--- src/rtl/nand_ecc_pkg.sv ---
package nand_ecc_pkg;
  localparam int BUS_W      = 16;
  localparam int NARROW_W   = BUS_W / 2;
  localparam int COL_WIDE   = $clog2(BUS_W);
  localparam int COL_NARROW = $clog2(NARROW_W);

  // Parity of the data bits whose in-word index has bit k equal to 'odd'.
  function automatic logic col_half(input logic [BUS_W-1:0] d, input logic wide,
                                    input logic [1:0] k, input logic odd);
    logic r;
    logic [3:0] iv;
    r = 1'b0;
    for (int i = 0; i < BUS_W; i++) begin
      iv = 4'(i);
      if ((wide || i < NARROW_W) && (iv[k] == odd)) r = r ^ d[i];
    end
    return r;
  endfunction

  // Parity of the data bits that take part in the current mode.
  function automatic logic word_parity(input logic [BUS_W-1:0] d, input logic wide);
    return wide ? ^d : ^d[NARROW_W-1:0];
  endfunction
endpackage

--- src/rtl/nand_word_counter.sv ---
module nand_word_counter #(
  parameter int CNT_W = 9
) (
  input  logic             clk,
  input  logic             rst_n,
  input  logic             clr,
  input  logic             advance,
  output logic [CNT_W-1:0] cnt
);
  localparam logic [CNT_W-1:0] LAST = '1;

  always_ff @(posedge clk or negedge rst_n) begin
    if (!rst_n)       cnt <= '0;
    else if (clr)     cnt <= '0;
    else if (advance) cnt <= cnt + 1'b1;
  end


  wrap_to_zero_chk: assert property (@(posedge clk) disable iff (!rst_n)
    (advance && !clr && cnt == LAST) |=> (cnt == '0));


  clear_pos_chk: assert property (@(posedge clk) disable iff (!rst_n)
    clr |=> (cnt == '0));
endmodule

--- src/rtl/nand_col_parity.sv ---
module nand_col_parity
  import nand_ecc_pkg::*;
(
  input  logic [BUS_W-1:0]    data,
  input  logic                wide,
  output logic [COL_WIDE-1:0] col_e,
  output logic [COL_WIDE-1:0] col_o,
  output logic                wpar
);
  for (genvar k = 0; k < COL_WIDE; k++) begin : g_col
    assign col_e[k] = col_half(data, wide, 2'(k), 1'b0);
    assign col_o[k] = col_half(data, wide, 2'(k), 1'b1);
  end

  assign wpar = word_parity(data, wide);
endmodule

--- src/rtl/nand_level_map.sv ---
module nand_level_map
  import nand_ecc_pkg::*;
#(
  parameter int NLEV  = 12,
  parameter int CNT_W = 9
) (
  input  logic [CNT_W-1:0]    cnt,
  input  logic                wide,
  input  logic [COL_WIDE-1:0] col_e,
  input  logic [COL_WIDE-1:0] col_o,
  input  logic                wpar,
  output logic [NLEV-1:0]     upd_e,
  output logic [NLEV-1:0]     upd_o
);
  for (genvar L = 0; L < NLEV; L++) begin : g_lev
    if (L < COL_NARROW) begin : g_col
      assign upd_e[L] = col_e[L];
      assign upd_o[L] = col_o[L];
    end else if (L < COL_WIDE) begin : g_split
      assign upd_e[L] = wide ? col_e[L] : (wpar & ~cnt[L-COL_NARROW]);
      assign upd_o[L] = wide ? col_o[L] : (wpar &  cnt[L-COL_NARROW]);
    end else begin : g_row
      logic pos_bit;
      assign pos_bit  = wide ? cnt[L-COL_WIDE] : cnt[L-COL_NARROW];
      assign upd_e[L] = wpar & ~pos_bit;
      assign upd_o[L] = wpar &  pos_bit;
    end
  end
endmodule

--- src/rtl/nand_parity_acc.sv ---
module nand_parity_acc #(
  parameter int NLEV = 12
) (
  input  logic            clk,
  input  logic            rst_n,
  input  logic            clr,
  input  logic            accept,
  input  logic [NLEV-1:0] upd_e,
  input  logic [NLEV-1:0] upd_o,
  output logic [NLEV-1:0] acc_e,
  output logic [NLEV-1:0] acc_o
);
  always_ff @(posedge clk or negedge rst_n) begin
    if (!rst_n) begin
      acc_e <= '0;
      acc_o <= '0;
    end else if (clr) begin
      acc_e <= '0;
      acc_o <= '0;
    end else if (accept) begin
      acc_e <= acc_e ^ upd_e;
      acc_o <= acc_o ^ upd_o;
    end
  end

  logic [NLEV-1:0] pair_x;
  assign pair_x = acc_e ^ acc_o;


  hold_idle_chk: assert property (@(posedge clk) disable iff (!rst_n)
    (!accept && !clr) |=> ($stable(acc_e) && $stable(acc_o)));


  clear_zero_chk: assert property (@(posedge clk) disable iff (!rst_n)
    clr |=> (acc_e == '0 && acc_o == '0));


  pair_agree_chk: assert property (@(posedge clk) disable iff (!rst_n)
    ($countones(pair_x) == 0) || ($countones(pair_x) == NLEV));
endmodule

--- src/rtl/nand_ecc_gen.sv ---
module nand_ecc_gen
  import nand_ecc_pkg::*;
#(
  parameter int PAGE_BYTES = 512,
  localparam int CNT_W = $clog2(PAGE_BYTES),
  localparam int NLEV  = CNT_W + COL_NARROW,
  localparam int PAR_W = 2 * NLEV
) (
  input  logic             clk,
  input  logic             rst_n,
  input  logic             clr,
  input  logic             in_valid,
  input  logic [BUS_W-1:0] in_data,
  input  logic             wide,
  output logic [PAR_W-1:0] ecc_out
);
  logic                accept;
  logic [CNT_W-1:0]    cnt;
  logic [COL_WIDE-1:0] col_e, col_o;
  logic                wpar;
  logic [NLEV-1:0]     upd_e, upd_o, acc_e, acc_o;

  assign accept = in_valid & ~clr;

  nand_word_counter #(.CNT_W(CNT_W)) u_cnt (
    .clk(clk), .rst_n(rst_n), .clr(clr), .advance(accept), .cnt(cnt)
  );

  nand_col_parity u_col (
    .data(in_data), .wide(wide), .col_e(col_e), .col_o(col_o), .wpar(wpar)
  );

  nand_level_map #(.NLEV(NLEV), .CNT_W(CNT_W)) u_map (
    .cnt(cnt), .wide(wide), .col_e(col_e), .col_o(col_o), .wpar(wpar),
    .upd_e(upd_e), .upd_o(upd_o)
  );

  nand_parity_acc #(.NLEV(NLEV)) u_acc (
    .clk(clk), .rst_n(rst_n), .clr(clr), .accept(accept),
    .upd_e(upd_e), .upd_o(upd_o), .acc_e(acc_e), .acc_o(acc_o)
  );

  for (genvar L = 0; L < NLEV; L++) begin : g_pack
    assign ecc_out[2*L]   = acc_e[L];
    assign ecc_out[2*L+1] = acc_o[L];
  end


  odd_word_toggles_chk: assert property (@(posedge clk) disable iff (!rst_n)
    (accept && wpar) |=> ((ecc_out[0] ^ ecc_out[1]) != $past(ecc_out[0] ^ ecc_out[1])));


  even_word_keeps_chk: assert property (@(posedge clk) disable iff (!rst_n)
    (accept && !wpar) |=> ((ecc_out[0] ^ ecc_out[1]) == $past(ecc_out[0] ^ ecc_out[1])));
endmodule

--- config.mk ---
export PLATFORM = sky130hd
export DESIGN_NAME = nand_ecc_gen
export DESIGN_NICKNAME = d
export VERILOG_FILES = /design/src/rtl/nand_ecc_pkg.sv /design/src/rtl/nand_word_counter.sv /design/src/rtl/nand_col_parity.sv /design/src/rtl/nand_level_map.sv /design/src/rtl/nand_parity_acc.sv /design/src/rtl/nand_ecc_gen.sv
export SDC_FILE = /design/constraint.sdc
export NUM_CORES = 1
export LEC_CHECK = 0
export BUFFER_PORTS_ARGS = -buffer_cell sky130_fd_sc_hd__clkbuf_2
export CORE_MARGIN = 10
export CORE_UTILIZATION = 60
export DETAILED_ROUTE_END_ITERATION = 10
export PLACE_DENSITY_LB_ADDON = 0.12
export SLEW_MARGIN = 20
export SYNTH_ARGS = -nofsm -noshare
export SYNTH_HDL_FRONTEND = slang
export SYNTH_SLANG_ARGS = --single-unit
--- constraint.sdc ---
create_clock -name clk -period 4.3 [get_ports clk]
set_clock_uncertainty 0.1 [all_clocks]
set_input_delay 0.43 -clock clk [delete_from_list [all_inputs] [get_ports clk]]
set_output_delay 0.43 -clock clk [all_outputs]
set_load 0.1 [all_outputs]
==> run summary <==
status -> complete, no violations
family with the most delay on the worst path -> XOR/XNOR gates
Worst VDD drop -> 0.0002935 V
Register Area -> 825.8 sq um
Max-slew headroom -> 44.72%
Max Slew Vio Count -> 0
later-pin clock latency in the skew report -> 0.28 ns
Final Hold Fails -> 0
first-pass GRT wire length -> 8.894 mm
CP max stage delay -> 0.46 ns
pin count of the biggest net entering global routing -> 58
drt pass-1 iters -> 4
register clock-pin slew on the reported worst setup and hold paths -> 0.06 ns
Vias -> 1893
Setup CP Type -> primary input to flip-flop
H-tree levels -> 2
Worst Hold Class -> primary input to asynchronous set/reset pin
Avg Cell Area, Syn -> 9.338 sq um
final worst-path cycle share -> 55.14%
Via density -> 5.668
most frequent cells in the layout -> clkbuf_2, nor2_1, dfrtp_1
Synth Flop Type -> dfrtp_1
Levels on crit path -> 7
Num CTS Buffers -> 5
Die Wd -> 81.88 um
Port-buffer cells -> 44
Tot Pwr -> 1.340 mW
Slowest cell on crit path -> xor2_2
commonest non-fill, non-tap cell in the layout -> clkbuf_2
Die Height -> 81.88 um
ANT nets after route -> 0
Tmin final -> 2.371 ns
initial antenna violation count -> 0
DRC violations left -> 0
fmax -> 0.4218 GHz
1st-iter DRT viols -> 185
required time worst endpoint -> 4.37 ns
post-CTS setup buffers -> 0
CP arrival -> 2.44 ns
# nets final -> 308
Mapped Nets -> 268
PostCTS Resize Cnt -> 0
startpoint types -> primary input
crit path capture type -> flip-flop
leak pwr -> 1.185 nW
GR Util met1 -> 19.87%
Longest Clk Path Bufs -> 2
number of fill cells -> 315
RSZ-0062 raised after global routing -> no
setup TNS -> 0 ns
Tightest Pin Transition -> 0.8292 ns
Buf/Inv on CP -> 1
die area -> 6704 sq um
fraction of registers with async set/reset -> 100.0%
Cell Area, Synth -> 2297 sq um
Area Growth Syn to Fin -> 14.43%
row count -> 22
Worst Path Max Fanout -> 9
I/O Pins -> 45
Inserted Diodes -> 0
global-route layer with the greatest usage -> met2
Mapped Cells -> 246
initial core utilization -> 62.28%
CTS tree -> yes
PwrDens -> 509.7 nW/um^2
cells along the critical path -> clkbuf_2 -> xor2_1 -> xnor2_2 -> xor2_2 -> nand3_4 -> a211oi_1 -> mux2_1
GRT Total Usage -> 16.70%
Root Driver -> clkbuf_8
share of layout cells above drive strength 1 -> 21.68%
Setup-failing EPs final -> 0
dpl hpwl -> 3.758 mm
post-synthesis sequential area ratio -> 35.95%
Multi-input gate area -> 1418 sq um
Total Wirelength -> 5.092 mm
synth warn -> 0
Hold Buf Count CTS -> 0
met2 GRT Util -> 28.29%
vias in the first global route -> 1930
Unique masters post-synth -> 31
Reg2Reg Depth -> 5
Seq cells post-synth -> 33
core area -> 3689 sq um
global routing usage on met3 -> 3.384%
GPL Wtd Cong -> 0.8254
EDFF count, synth -> 0
global route overflow -> 0
per-cell routed wire length -> 15.25 um
max-cap violation count -> 0
CTS sink cnt -> 33
## worst paths after layout
check | start | end | slack, ns
setup reg to reg | u_cnt.cnt[3] | u_acc.acc_e[7] | 2.62
hold reg to reg | u_cnt.cnt[8] | u_cnt.cnt[8] | 0.44
setup / recovery | in_data[2] | u_acc.acc_o[9] | 1.93
min in group clk | u_cnt.cnt[8] | u_cnt.cnt[8] | 0.44
hold / removal | rst_n | u_acc.acc_o[5] | 0.13
max in group asynchronous | rst_n | u_cnt.cnt[6] | 3.45
## report_power, final
part	switching [mW]	internal, mW	total (mW)
registers	0.0363	0.358	0.394
logic	0.554	0.159	0.713
clock network	0.106	0.127	0.233
## state kept, by name, summed over array words and instances (netlist names)
signal and count:
u_cnt.cnt 9, u_acc.acc_o 12, u_acc.acc_e 12
## synthesized netlist by cell type (5+ instances only)
cell	instances	area, sq um
a211oi_1	16	120.1
a21oi_1	6	30.03
clkbuf_1	12	45.04
dfrtp_1	33	825.8
mux2_1	8	90.09
mux2i_1	9	90.09
nand2b_1	8	50.05
nand3_1	6	30.03
nor2_1	33	123.9
nor2b_1	9	56.30
nor4_1	8	50.05
o21ai_0	13	65.06
o21ai_1	8	40.04
o31ai_1	8	60.06
xnor2_1	23	201.4
xnor2_2	5	81.33
xor2_1	15	131.4
## cell type report
type | instances | area share [%]
Timing Repair Buffer | 46 | 8.948
Multi-Input combinational cell | 199 | 53.93
Tap cell | 48 | 2.285
Sequential cell | 33 | 31.41
Clock buffer | 7 | 3.284
Inverter | 1 | 0.1428
## layer usage
layer	vias to the layer above	part of all wire (%)	routed length, um
met3	9	5.7	290
met1	883	43	2169
met4	0	1.8	93
met2	55	50	2539
li1	946	-	-
met5	-	0	0
## kinds of logic (layout without fill, tap and decap cells)
| family | after synthesis | after routing | synth area share [%] |
|---|---|---|---|
| simple gates | 82 | 82 | 18.68 |
| compound gates | 53 | 53 | 14.49 |
| xor+xnor | 46 | 46 | 20.15 |
| flops | 33 | 33 | 35.95 |
| mux | 17 | 17 | 7.843 |
| buf+inv | 14 | 54 | 2.342 |
| fa+ha+maj | 1 | 1 | 0.5446 |
## worst reg2reg max path, delay by kind of cell (launching register included)
family          cells  cell delay, ns
compound gates      3            0.35
flops               1            0.45
mux                 1            0.27
simple gates        1            0.41
## stage by stage
step           setup WS (ns)  area [sq um]  instances  utilization (%)  hold slack (ns)
6_report               1.929          2629        334            71.27           0.1339
5_1_grt                1.806          2629        334            71.27           0.2007
4_1_cts                1.916          2629        334            71.27           0.1560
3_5_place_dp           1.622          2542        327            68.93           0.4289
3_3_place_gp           1.678          2542        327            68.93           0.4197
2_1_floorplan          2.085          2297        246                -          0.03441
(Power assumes the default switching activity.)
